### src/rtl/ccbu_pkg.sv
package ccbu_pkg;

  localparam logic [3:0] CC_ALWAYS = 4'h5;
  localparam logic [3:0] CC_SAT    = 4'hD;

  typedef struct packed {
    logic sat;
    logic ov;
    logic s;
    logic z;
    logic cy;
  } flags_t;

  // base condition for the low three code bits
  function automatic logic cc_base(input logic [2:0] sel, input flags_t f);
    logic r;
    unique case (sel)
      3'd0: r = f.ov;
      3'd1: r = f.cy;
      3'd2: r = f.z;
      3'd3: r = f.cy | f.z;
      3'd4: r = f.s;
      3'd5: r = 1'b1;
      3'd6: r = f.s ^ f.ov;
      default: r = (f.s ^ f.ov) | f.z;
    endcase
    return r;
  endfunction

  // full 16-entry evaluation: upper half inverts, except the saturate code
  function automatic logic cc_holds(input logic [3:0] code, input flags_t f);
    if (code == CC_SAT) return f.sat;
    return cc_base(code[2:0], f) ^ code[3];
  endfunction

endpackage

### src/rtl/ccbu_cond_eval.sv
module ccbu_cond_eval
  import ccbu_pkg::*;
(
  input  logic [3:0] code_i,
  input  flags_t     flg_i,
  output logic       holds_o
);
  always_comb holds_o = cc_holds(code_i, flg_i);
endmodule

### src/rtl/ccbu_br_path.sv
module ccbu_br_path
  import ccbu_pkg::*;
#(
  parameter int ADDR_W     = 32,
  parameter int DHI_W      = 5,
  parameter int DLO_W      = 3,
  parameter int INSN_BYTES = 2
) (
  input  logic [ADDR_W-1:0] pc_i,
  input  logic [3:0]        code_i,
  input  logic [DHI_W-1:0]  hi_i,
  input  logic [DLO_W-1:0]  lo_i,
  input  logic              holds_i,
  output logic [ADDR_W-1:0] disp_o,
  output logic              trap_o,
  output logic              taken_o,
  output logic [ADDR_W-1:0] next_pc_o
);
  localparam int DISP_W = DHI_W + DLO_W + 1;

  logic [DISP_W-1:0] raw;

  always_comb begin
    raw     = {hi_i, lo_i, 1'b0};
    disp_o  = {{(ADDR_W-DISP_W){raw[DISP_W-1]}}, raw};
    trap_o  = (code_i == CC_ALWAYS) && (hi_i == '0) && (lo_i == '0);
    taken_o = holds_i && !trap_o;
    if (trap_o)       next_pc_o = pc_i;
    else if (taken_o) next_pc_o = pc_i + disp_o;
    else              next_pc_o = pc_i + ADDR_W'(INSN_BYTES);
  end
endmodule

### src/rtl/ccbu_mov_path.sv
module ccbu_mov_path #(
  parameter int DATA_W = 32,
  parameter int IMM_W  = 5
) (
  input  logic [DATA_W-1:0] reg_i,
  input  logic [IMM_W-1:0]  imm_i,
  input  logic              use_imm_i,
  input  logic [DATA_W-1:0] opb_i,
  input  logic              holds_i,
  output logic [DATA_W-1:0] opa_o,
  output logic [DATA_W-1:0] res_o
);
  always_comb begin
    opa_o = use_imm_i ? {{(DATA_W-IMM_W){imm_i[IMM_W-1]}}, imm_i} : reg_i;
    res_o = holds_i ? opa_o : opb_i;
  end
endmodule

### src/rtl/cond_branch_unit.sv
module cond_branch_unit
  import ccbu_pkg::*;
#(
  parameter int ADDR_W     = 32,
  parameter int DATA_W     = 32,
  parameter int DHI_W      = 5,
  parameter int DLO_W      = 3,
  parameter int IMM_W      = 5,
  parameter int INSN_BYTES = 2
) (
  input  logic              clk,
  input  logic              rst,
  input  logic [ADDR_W-1:0] pc_i,
  input  logic [3:0]        cond_i,
  input  logic [DHI_W-1:0]  disp_hi_i,
  input  logic [DLO_W-1:0]  disp_lo_i,
  input  logic              flg_z_i,
  input  logic              flg_s_i,
  input  logic              flg_ov_i,
  input  logic              flg_cy_i,
  input  logic              flg_sat_i,
  input  logic [DATA_W-1:0] opa_reg_i,
  input  logic [IMM_W-1:0]  opa_imm_i,
  input  logic              opa_use_imm_i,
  input  logic [DATA_W-1:0] opb_i,
  output logic [ADDR_W-1:0] next_pc_o,
  output logic [DATA_W-1:0] cmov_o,
  output logic              trap_o
);
  flags_t            flags_w;
  logic              holds_w, trap_w, taken_w;
  logic [ADDR_W-1:0] disp_w, npc_w;
  logic [DATA_W-1:0] opa_w, mov_w;

  assign flags_w = '{sat: flg_sat_i, ov: flg_ov_i, s: flg_s_i, z: flg_z_i, cy: flg_cy_i};

  ccbu_cond_eval u_eval (.code_i(cond_i), .flg_i(flags_w), .holds_o(holds_w));

  ccbu_br_path #(.ADDR_W(ADDR_W), .DHI_W(DHI_W), .DLO_W(DLO_W), .INSN_BYTES(INSN_BYTES)) u_br (
    .pc_i(pc_i), .code_i(cond_i), .hi_i(disp_hi_i), .lo_i(disp_lo_i), .holds_i(holds_w),
    .disp_o(disp_w), .trap_o(trap_w), .taken_o(taken_w), .next_pc_o(npc_w)
  );

  ccbu_mov_path #(.DATA_W(DATA_W), .IMM_W(IMM_W)) u_mov (
    .reg_i(opa_reg_i), .imm_i(opa_imm_i), .use_imm_i(opa_use_imm_i), .opb_i(opb_i),
    .holds_i(holds_w), .opa_o(opa_w), .res_o(mov_w)
  );

  always_ff @(posedge clk) begin
    if (rst) begin
      next_pc_o <= '0;
      cmov_o    <= '0;
      trap_o    <= 1'b0;
    end else begin
      next_pc_o <= npc_w;
      cmov_o    <= mov_w;
      trap_o    <= trap_w;
    end
  end

  // the always code is satisfied whatever the flags are
  a_r1_always_holds: assert property (@(posedge clk) disable iff (rst)
    (cond_i == CC_ALWAYS) |-> holds_w);

  // a taken branch lands on pc plus the rebuilt displacement
  a_r4_taken_target: assert property (@(posedge clk) disable iff (rst)
    taken_w |=> (next_pc_o == $past(pc_i + disp_w)));

  // a failed condition falls through by one instruction
  a_r5_fall_through: assert property (@(posedge clk) disable iff (rst)
    !holds_w |=> (next_pc_o == $past(pc_i) + ADDR_W'(INSN_BYTES)) && !trap_o);

  // a self-branch traps and holds the PC
  a_r6_trap_holds_pc: assert property (@(posedge clk) disable iff (rst)
    trap_w |=> trap_o && (next_pc_o == $past(pc_i)));

  // the move picks operand A whenever the condition holds
  a_r7_move_picks_a: assert property (@(posedge clk) disable iff (rst)
    holds_w |=> (cmov_o == $past(opa_w)));

  // reset clears all outputs
  a_r10_reset_clears: assert property (@(posedge clk)
    rst |=> !trap_o && (next_pc_o == '0) && (cmov_o == '0));
endmodule

### config.mk
export PLATFORM = sky130hd
export DESIGN_NAME = cond_branch_unit
export DESIGN_NICKNAME = d
export VERILOG_FILES = /design/src/rtl/ccbu_pkg.sv /design/src/rtl/ccbu_cond_eval.sv /design/src/rtl/ccbu_br_path.sv /design/src/rtl/ccbu_mov_path.sv /design/src/rtl/cond_branch_unit.sv
export SDC_FILE = /design/constraint.sdc
export NUM_CORES = 1
export LEC_CHECK = 0
export BUFFER_PORTS_ARGS = -buffer_cell sky130_fd_sc_hd__buf_2
export CORE_UTILIZATION = 50
export CTS_CLUSTER_SIZE = 14
export DETAILED_ROUTE_END_ITERATION = 6
export PLACE_DENSITY_LB_ADDON = 0.2
export SLEW_MARGIN = 20
export SYNTH_ARGS = -nofsm -noshare
export SYNTH_HDL_FRONTEND = slang
export SYNTH_SLANG_ARGS = --single-unit
### constraint.sdc
create_clock -name clk -period 10.5 [get_ports clk]
set_input_delay 0.525 -clock clk [delete_from_list [all_inputs] [get_ports clk]]
set_output_delay 0.525 -clock clk [all_outputs]
set_load 0.005 [all_outputs]
==> impl_metrics.csv, run 1 <==
group,metric,value,unit
power_and_ir_drop,combinationalPowerShare,0.322,
clock_network,cts_tree,"yes",
outcome,status,"complete, no violations",
grt,grtUsageMet2,0.484,
clock_network,root_buffer,"clkbuf_8",
route,ant_nets,0,
route,drt_iter0_markers,178,
logic_synthesis,synth_edf_count,0,
logic_synthesis,avgSynthCellArea,8.25,um2
logic_synthesis,yosysUniqueCellTypes,54,
placed_design,pre_cts_slack,4920,ps
logic_synthesis,synthAdderAreaFrac,0.0974,
logic_synthesis,muxShareOfSynthArea,0.0204,
grt,grt_pass1_wl,18600,um
power_and_ir_drop,p_sw,247,uW
setup_path,critPathMaxFanout,72,
grt,use_met3,0.0506,
logic_synthesis,syn_inst,492,
grt,grt_pass1_vias,3919,
sta,drv_slew,0,
floorplanning,dieArea,8480,um2
power_and_ir_drop,clkPwrFrac,0.298,
sta,fin_crit_sh,0.499,
logic_synthesis,synth_xor_xnor_area_share,0.0561,
route,via_per_inst,5.50,
clock_network,cts.clk_slew.worst_paths,80,ps
logic_synthesis,yosys.area_share.simple,0.206,
final_layout,diodes,0,
final_layout,nets,812,
logic_synthesis,yosys_warnings,0,
sta,hold_viol_final,0,
sta,finalSetupViolations,0,
placed_design,place_inst,751,
grt,overflow,0,
power_and_ir_drop,switching_share,0.329,
sta,tightest_slew,961,ps
floorplanning,die_h,92.1,um
logic_synthesis,synth-main-ff-cell,"dfxtp_1",
grt,groute.usage.overall,0.276,
flow_run,maxCapViolations,0,
logic_synthesis,seq_area_frac_synth,0.321,
placed_design,portBuffers,185,
floorplanning,io-pin-count,186,
final_layout,stdcell_area,5190,um2
logic_synthesis,synth_top_family_by_area,"compound AO/OA/AOI/OAI gates",
worst_hold_path,whs_endpoint,"next_pc_o[0]$_SDFF_PP0_",
setup_path,cp-start-kind,"input pin",
setup_path,cp_data_arrival_time,5480,ps
final_layout,fillers,714,
clock_network,htreeDepth,3,
power_and_ir_drop,power.internal,503,uW
sta,fin_setup_tns,0,ps
setup_path,cp_data_required_time,10740,ps
clock_network,cts_max_path_buffers,2,
grt,grt_use_met1,0.331,
sta,whs,398,ps
setup_path,cp-end-kind,"flop",
logic_synthesis,synth_compound_area_frac,0.261,
route,wire_per_inst,15.4,um
clock_network,clock_sinks,65,
logic_synthesis,synth-async-reset-ratio,0,
power_and_ir_drop,peakVddDrop,0.0789,mV
route,vias,4215,
clock_network,hold_buffers,0,
clock_network,cts_buffers,9,
placed_design,gp_congestion,0.877,
floorplanning,coreArea,7810,um2
final_layout,final-instance-count-excl-fill,767,
sta,layout_setup_ws,5260,ps
sta,slew-limit-headroom,0.358,
grt,grt_max_degree,73,
final_layout,drive_above_1_share,0.326,
placed_design,place_hpwl,8630,um
logic_synthesis,syn_area,4060,um2
sta,fmax,191,MHz
route,routed_wl,11800,um
logic_synthesis,ys_ff_latch,65,
route,drc,0,
floorplanning,initial_core_util,0.520,
grt,antenna_found_initial,0,
final_layout,area_delta_synth_final,28.0,%
grt,grt_busiest_layer,"met2",
power_and_ir_drop,p_leak,0.00261,uW
floorplanning,row_count,32,
logic_synthesis,syn_nets,644,
floorplanning,die_x,92.1,um
worst_hold_path,hp-class,"in2reg",
route,drt_first_pass_iters,4,
clock_network,cts_setup_buffers,0,
power_and_ir_drop,powerDensity,144,nW/um2
placed_design,placed_area,4990,um2
clock_network,ctsResizeCount,0,
sta,period_needed,5240,ps
worst_hold_path,min-delay-start,"pc_i[0]",
setup_path,path_class,"in2reg",
worst_hold_path,hold_depth,2,
power_and_ir_drop,seqPwrFrac,0.380,
sta,rsz0062_at_grt,"false",
placed cells by master, fill, tap and decap left out, types with 4 or more instances in the layout:
master,Yosys,routed
buf_2,2,185
dfxtp_1,65,65
nand2_1,60,60
nor2_1,53,53
a21oi_1,44,44
nand2b_1,31,31
ha_1,30,30
a311oi_1,28,28
a21o_1,17,17
xnor2_1,16,16
a211oi_1,15,15
o21ai_0,14,14
xor2_1,10,10
clkbuf_8,2,9
and2_1,6,6
mux2i_1,6,6
nand3_1,6,6
a22o_1,5,5
nor2b_1,4,4
inv_1,4,4
o21a_1,4,4
final cells by class:
| type | instances | area [um2] | area share |
|---|---|---|---|
| Multi-Input combinational cell | 392 | 2600 | 0.500 |
| Inverter | 4 | 15.0 | 0.00289 |
| Timing Repair Buffer | 188 | 948 | 0.183 |
| Tap cell | 102 | 128 | 0.0246 |
| Sequential cell | 65 | 1300 | 0.251 |
| Clock inverter | 7 | 77.6 | 0.0149 |
| Clock buffer | 9 | 124 | 0.0239 |
synth_stat cells (all sizes together) (5+ instances only):
cell type,instances,share of area
dfxtp,65,0.32
nand2,60,0.056
nor2,53,0.049
a21oi,46,0.059
nand2b,31,0.048
ha,30,0.093
a311oi,28,0.060
clkbuf,28,0.031
a21o,20,0.038
o21ai,16,0.021
xnor2,16,0.035
a211oi,15,0.028
xor2,10,0.022
and2,6,0.0093
mux2i,6,0.015
nand3,6,0.0074
a22o,5,0.011
cells by family after synthesis:
family	Yosys count
compound gates	150
xor+xnor	26
fa+ha+maj	31
buf+inv	35
flops	65
mux	8
simple gates	177
worst max-delay path, cell delays in order:
cell,delay [ps]
buf_2,110
nor2b_1,130
a211oi_1,170
a31oi_1,70
a221oi_1,280
mux2_2,200
buf_4,540
nand2_1,200
inv_1,630
ha_1,430
a21oi_1,180
o21ai_0,120
a221oi_1,280
o21ai_0,210
nand2_1,190
a211oi_1,100
a211oi_1,490
o21ai_0,230
xor2_1,180
a22o_1,180
power by group through the flow:
stage          logic [uW]  clock network, uW  registers (uW)
3_3_place_gp          237                  0             290
2_1_floorplan         151                  0             296
3_5_place_dp          240                  0             291
4_1_cts               241                228             285
5_1_grt               268                240             288
6_report              241                223             285
flip-flops by register name (all words and copies together) (netlist names):
signal / cells
cmov_o: 32
next_pc_o: 32
trap_o: 1
worst max-delay path by stage:
stage               startpoint                       end  slack (ps)  depth (start not counted)
detailed placement   cond_i[0]  next_pc_o[24]$_SDFF_PP0_        4920                         20
global route         cond_i[0]  next_pc_o[31]$_SDFF_PP0_        4820                         20
floorplan            cond_i[0]  next_pc_o[31]$_SDFF_PP0_        5990                         19
CTS                  cond_i[0]  next_pc_o[24]$_SDFF_PP0_        5250                         20
global placement     cond_i[0]  next_pc_o[22]$_SDFF_PP0_        5110                         20
finish               cond_i[0]  next_pc_o[24]$_SDFF_PP0_        5260                         20
routing by layer:
| metal | wire length, um | share of wire | vias to the layer above |
|---|---|---|---|
| met5 | 0 | 0 | - |
| met4 | 247 | 0.021 | 0 |
| met3 | 673 | 0.057 | 21 |
| met2 | 5720 | 0.49 | 128 |
| met1 | 5140 | 0.44 | 1946 |
| li1 | - | - | 2120 |
per-stage QoR:
step	total power [uW]	util
6_report	750	0.665
5_1_grt	796	0.665
4_1_cts	755	0.665
3_5_place_dp	530	0.639
3_3_place_gp	527	0.639
2_1_floorplan	447	-
Note: power is estimated with default switching activity, not from simulation.
==> run 2, diff against run 1 <==
--- a/config.mk
+++ b/config.mk
@@ -6,7 +6,7 @@
 export NUM_CORES = 1
 export LEC_CHECK = 0
 export BUFFER_PORTS_ARGS = -buffer_cell sky130_fd_sc_hd__buf_2
-export CORE_UTILIZATION = 50
+export CORE_UTILIZATION = 48
 export CTS_CLUSTER_SIZE = 14
 export DETAILED_ROUTE_END_ITERATION = 6
 export PLACE_DENSITY_LB_ADDON = 0.2
==> constraint.sdc (replaced) <==
create_clock -name clk -period 5.5 [get_ports clk]
set_input_delay 0.275 -clock clk [delete_from_list [all_inputs] [get_ports clk]]
set_output_delay 0.275 -clock clk [all_outputs]
set_load 0.005 [all_outputs]
==> impl_metrics.csv, run 2 (same netlist as run 1, synthesis figures left out) <==
group,metric,value,unit
setup_path,crit_top_cell,"a211oi_1",
setup_path,cp_top_family,"compound AO/OA/AOI/OAI gates",
outcome,status,"complete, no violations",
setup_path,cp-start-kind,"input pin",
sta,fin_crit_sh,0.806,
worst_hold_path,min-delay-start,"pc_i[0]",
final_layout,nets,813,
clock_network,htreeDepth,3,
setup_path,critPathMaxFanout,16,
setup_path,path_class,"in2reg",
final_layout,final_common_cell,"buf_2",
route,drt_iter0_markers,198,
route,vias,4167,
power_and_ir_drop,p_leak,0.00261,uW
placed_design,gp_congestion,0.867,
power_and_ir_drop,peakVddDrop,0.132,mV
grt,grt_pass1_wl,18200,um
clock_network,hold_buffers,0,
setup_path,cp-end-kind,"flop",
route,ant_nets,0,
worst_hold_path,hold_depth,2,
grt,grt_max_degree,66,
sta,fin_setup_tns,0,ps
power_and_ir_drop,switching_share,0.319,
final_layout,top_regs,"cmov_o: 32 flops, next_pc_o: 32 flops, trap_o: 1 flops",
setup_path,cp_slowest_cell,"ha_1",
clock_network,cts_max_path_buffers,2,
power_and_ir_drop,powerDensity,283,nW/um2
sta,finalSetupViolations,0,
power_and_ir_drop,seqPwrFrac,0.368,
route,drc,0,
sta,period_needed,4430,ps
grt,overflow,0,
sta,rsz0062_at_grt,"false",
route,routed_wl,11700,um
clock_network,cts_tree,"yes",
worst_hold_path,whs_endpoint,"next_pc_o[0]$_SDFF_PP0_",
floorplanning,row_count,33,
clock_network,ctsResizeCount,0,
setup_path,cp_slowest_stage_delay,490,ps
setup_path,cp_data_required_time,5710,ps
sta,tightest_slew,987,ps
sta,slew-limit-headroom,0.342,
placed_design,portBuffers,185,
route,drt_first_pass_iters,4,
final_layout,diodes,0,
setup_path,cp_data_arrival_time,4650,ps
setup_path,crit_buf_inv,2,
floorplanning,dieArea,8820,um2
final_layout,drive_above_1_share,0.327,
power_and_ir_drop,combinationalPowerShare,0.313,
grt,grt_pass1_vias,3815,
clock_network,cts_buffers,9,
floorplanning,io-pin-count,186,
sta,fmax,226,MHz
route,wire_per_inst,15.2,um
clock_network,clock_sinks,65,
clock_network,cts_setup_buffers,0,
final_layout,layout_common_cells,"buf_2 (185), dfxtp_1 (65), nand2_1 (60), nor2_1 (53), a21oi_1 (44)",
route,via_per_inst,5.40,
floorplanning,die_x,93.9,um
power_and_ir_drop,p_sw,472,uW
clock_network,cts.clk_slew.worst_paths,80,ps
flow_run,maxCapViolations,0,
floorplanning,die_h,93.9,um
placed_design,place_hpwl,8730,um
grt,antenna_found_initial,0,
floorplanning,initial_core_util,0.494,
power_and_ir_drop,finalPower,1480,uW
floorplanning,coreArea,8220,um2
worst_hold_path,hp-class,"in2reg",
power_and_ir_drop,clkPwrFrac,0.319,
sta,drv_slew,0,
setup_path,cp_cell_sequence,"buf_2, nor2b_1, a211oi_1, a31oi_1, a221oi_1, mux2_2, nand2_1, inv_1, ha_1, a21o_1, a21o_1, a21oi_1, nor3b_1, a2111oi_0, o31ai_1, a211oi_1, nor4b_1, a211oi_1, nor2_1",
sta,hold_viol_final,0,
final_layout,area_delta_synth_final,28.8,%
grt,groute.usage.overall,0.261,
clock_network,root_buffer,"clkbuf_8",
power_and_ir_drop,power.internal,1010,uW
## run 2: cell count changes in the layout (fill, tap and decap cells not counted), sizes merged
| cell | before | now |
|---|---|---|
| clkinv | 4 | 1 |
| bufinv | 1 | 2 |
| buf | 188 | 189 |
| clkinvlp | 0 | 2 |
## run 2: per-layer routing
| layer | GRT usage | wire length (um) | vias up |
|---|---|---|---|
| met5 | 0 | 0 | - |
| met4 | 0.0705 | 109 | 0 |
| met3 | 0.0574 | 655 | 10 |
| met2 | 0.462 | 5840 | 131 |
| met1 | 0.317 | 5100 | 1912 |
| li1 | - | - | 2114 |
## run 2: stage by stage
step | instances | area, um2 | hold slack (ps) | util | setup slack [ps]
after floorplan | 492 | 4060 | 400 | - | 1240
after global placement | 755 | 5000 | 486 | 0.609 | 991
after detailed placement | 755 | 5000 | 498 | 0.609 | 886
after CTS | 771 | 5230 | 132 | 0.636 | 1210
after global routing | 771 | 5230 | 155 | 0.636 | 688
final | 771 | 5230 | 142 | 0.636 | 1070
## run 2: how the worst max path moves through the flow
stage / cells after the start / start / endpoint / slack [ps]
5_1_grt: 19 / cond_i[0] / next_pc_o[30]$_SDFF_PP0_ / 690
4_1_cts: 19 / cond_i[0] / next_pc_o[30]$_SDFF_PP0_ / 1210
3_3_place_gp: 19 / cond_i[0] / next_pc_o[30]$_SDFF_PP0_ / 990
3_5_place_dp: 19 / cond_i[0] / next_pc_o[31]$_SDFF_PP0_ / 890
6_report: 19 / cond_i[0] / next_pc_o[30]$_SDFF_PP0_ / 1070
2_1_floorplan: 19 / cond_i[0] / next_pc_o[31]$_SDFF_PP0_ / 1240
## run 2: layout make-up
| type | instances | area [um2] |
|---|---|---|
| inverter | 4 | 15.0 |
| clock buffer | 9 | 124 |
| clock inverter | 7 | 101 |
| tap | 105 | 131 |
| fill | 755 | 2990 |
| multi-input combinational | 392 | 2600 |
| sequential | 65 | 1300 |
| timing repair buffer | 189 | 956 |
## run 2: power groups by stage
stage | registers [uW] | clock network [uW] | logic, uW
2_1_floorplan | 565 | 0 | 288
3_5_place_dp | 555 | 0 | 459
4_1_cts | 545 | 481 | 463
5_1_grt | 550 | 504 | 514
3_3_place_gp | 554 | 0 | 454
6_report | 544 | 471 | 462
==> run 3, diff against run 2 <==
==> constraint.sdc (replaced) <==
create_clock -name clk -period 4.5 [get_ports clk]
set_input_delay 0.225 -clock clk [delete_from_list [all_inputs] [get_ports clk]]
set_output_delay 0.225 -clock clk [all_outputs]
set_load 0.005 [all_outputs]
==> impl_metrics.csv, run 3 (same netlist as run 1, synthesis figures left out) <==
group,metric,value,unit
clock_network,cts_buffers,9,
clock_network,clock_sinks,65,
sta,tightest_slew,960,ps
route,drt_first_pass_iters,4,
worst_hold_path,hold_depth,2,
grt,overflow,0,
floorplanning,dieArea,8820,um2
final_layout,nets,818,
grt,grt_max_degree,65,
clock_network,root_buffer,"clkbuf_8",
final_layout,final_common_cell,"buf_2",
route,drt_iter0_markers,144,
route,wire_per_inst,15.1,um
floorplanning,die_h,93.9,um
sta,period_needed,4100,ps
route,ant_nets,0,
floorplanning,row_count,33,
route,top_layer,"met4",
floorplanning,die_x,93.9,um
sta,finalSetupViolations,0,
route,met3_length,709,um
clock_network,htreeDepth,3,
placed_design,gp_congestion,0.933,
sta,rsz0062_at_grt,"false",
power_and_ir_drop,powerDensity,337,nW/um2
setup_path,cp_data_arrival_time,4350,ps
sta,fin_crit_sh,0.912,
floorplanning,coreArea,8220,um2
grt,antenna_found_initial,0,
route,drc,0,
final_layout,diodes,0,
sta,drv_slew,0,
setup_path,path_class,"in2reg",
clock_network,ctsResizeCount,0,
sta,whs,71.9,ps
power_and_ir_drop,p_leak,0.00263,uW
grt,grt_pass1_vias,3796,
route,vias,4269,
flow_run,maxCapViolations,0,
floorplanning,io-pin-count,186,
sta,slew-limit-headroom,0.360,
sta,fmax,244,MHz
setup_path,cp_data_required_time,4750,ps
placed_design,portBuffers,185,
clock_network,cts_tree,"yes",
outcome,status,"complete, no violations",
setup_path,cp-start-kind,"input pin",
setup_path,cp-end-kind,"flop",
clock_network,hold_buffers,0,
setup_path,critPathMaxFanout,14,
sta,fin_setup_tns,0,ps
route,via_per_inst,5.50,
clock_network,cts.clk_slew.worst_paths,80,ps
final_layout,top_regs,"cmov_o: 32 flops, next_pc_o: 32 flops, trap_o: 1 flops",
worst_hold_path,hp-class,"in2reg",
final_layout,layout_common_cells,"buf_2 (185), dfxtp_1 (65), nand2_1 (60), nor2_1 (53), a21oi_1 (44)",
final_layout,area_delta_synth_final,29.2,%
route,routed_wl,11700,um
grt,grt_pass1_wl,17800,um
final_layout,drive_above_1_share,0.332,
clock_network,cts_max_path_buffers,2,
grt,groute.usage.overall,0.259,
clock_network,cts_setup_buffers,0,
power_and_ir_drop,peakVddDrop,0.176,mV
placed_design,place_hpwl,8750,um
sta,hold_viol_final,0,
route,wl_met1,4810,um
route,wl_met2,5840,um
floorplanning,initial_core_util,0.494,
[run 3: cell count changes in the layout (fill, tap and decap cells not counted)]
cell and change:
buf_4 +5, clkinv_4 +2, clkinvlp_4 -2, bufinv_16 -1, clkinv_2 +1
[run 3: final cells by class]
cell class | count | area (um2)
flip-flops and latches | 65 | 1300
inverters | 4 | 15.0
clock buffers | 9 | 124
fillers | 751 | 2970
clock inverters | 7 | 78.8
multi-input cells | 392 | 2600
well taps | 105 | 131
repair buffers | 194 | 993
[run 3: layer usage]
layer	global-route usage	vias up
met5	0	-
met4	0.131	0
met3	0.0445	23
met2	0.456	151
met1	0.299	1972
li1	-	2123
[run 3: power breakdown]
group	switching (uW)	internal, uW	leakage, uW
combinational	301	271	0.00199
clock	269	262	0.000104
sequential	16.7	648	0.000542
[run 3: metrics by stage]
| stage | power (uW) | instance area [um2] | util | worst slack, ps | instances |
|---|---|---|---|---|---|
| finish | 1770 | 5240 | 0.638 | 398 | 776 |
| global route | 1880 | 5240 | 0.638 | 39.0 | 776 |
| CTS | 1780 | 5240 | 0.638 | 424 | 776 |
| detailed placement | 1250 | 5040 | 0.613 | 55.4 | 760 |
| global placement | 1240 | 5040 | 0.613 | 206 | 760 |
| floorplan | 1040 | 4060 | - | 285 | 492 |
[run 3: worst max-delay path, stage by stage]
cell       delay (ps)
buf_2             110
nor2b_1           130
a211oi_1          190
a31oi_1            60
a221oi_1          280
mux2_2            430
nand2_1           140
inv_1             190
buf_4             260
ha_1              340
a21o_1            170
a21oi_1           270
nand4_2           150
a2111oi_2         460
o41ai_2           150
a21oi_2           210
a21oi_2            80
mux2i_1           160
mux2_1            330
[run 3: path summary, 6_finish.rpt]
kind,start,slack (ps),to
min,pc_i[0],70,next_pc_o[0]$_SDFF_PP0_
max,cond_i[0],400,next_pc_o[31]$_SDFF_PP0_
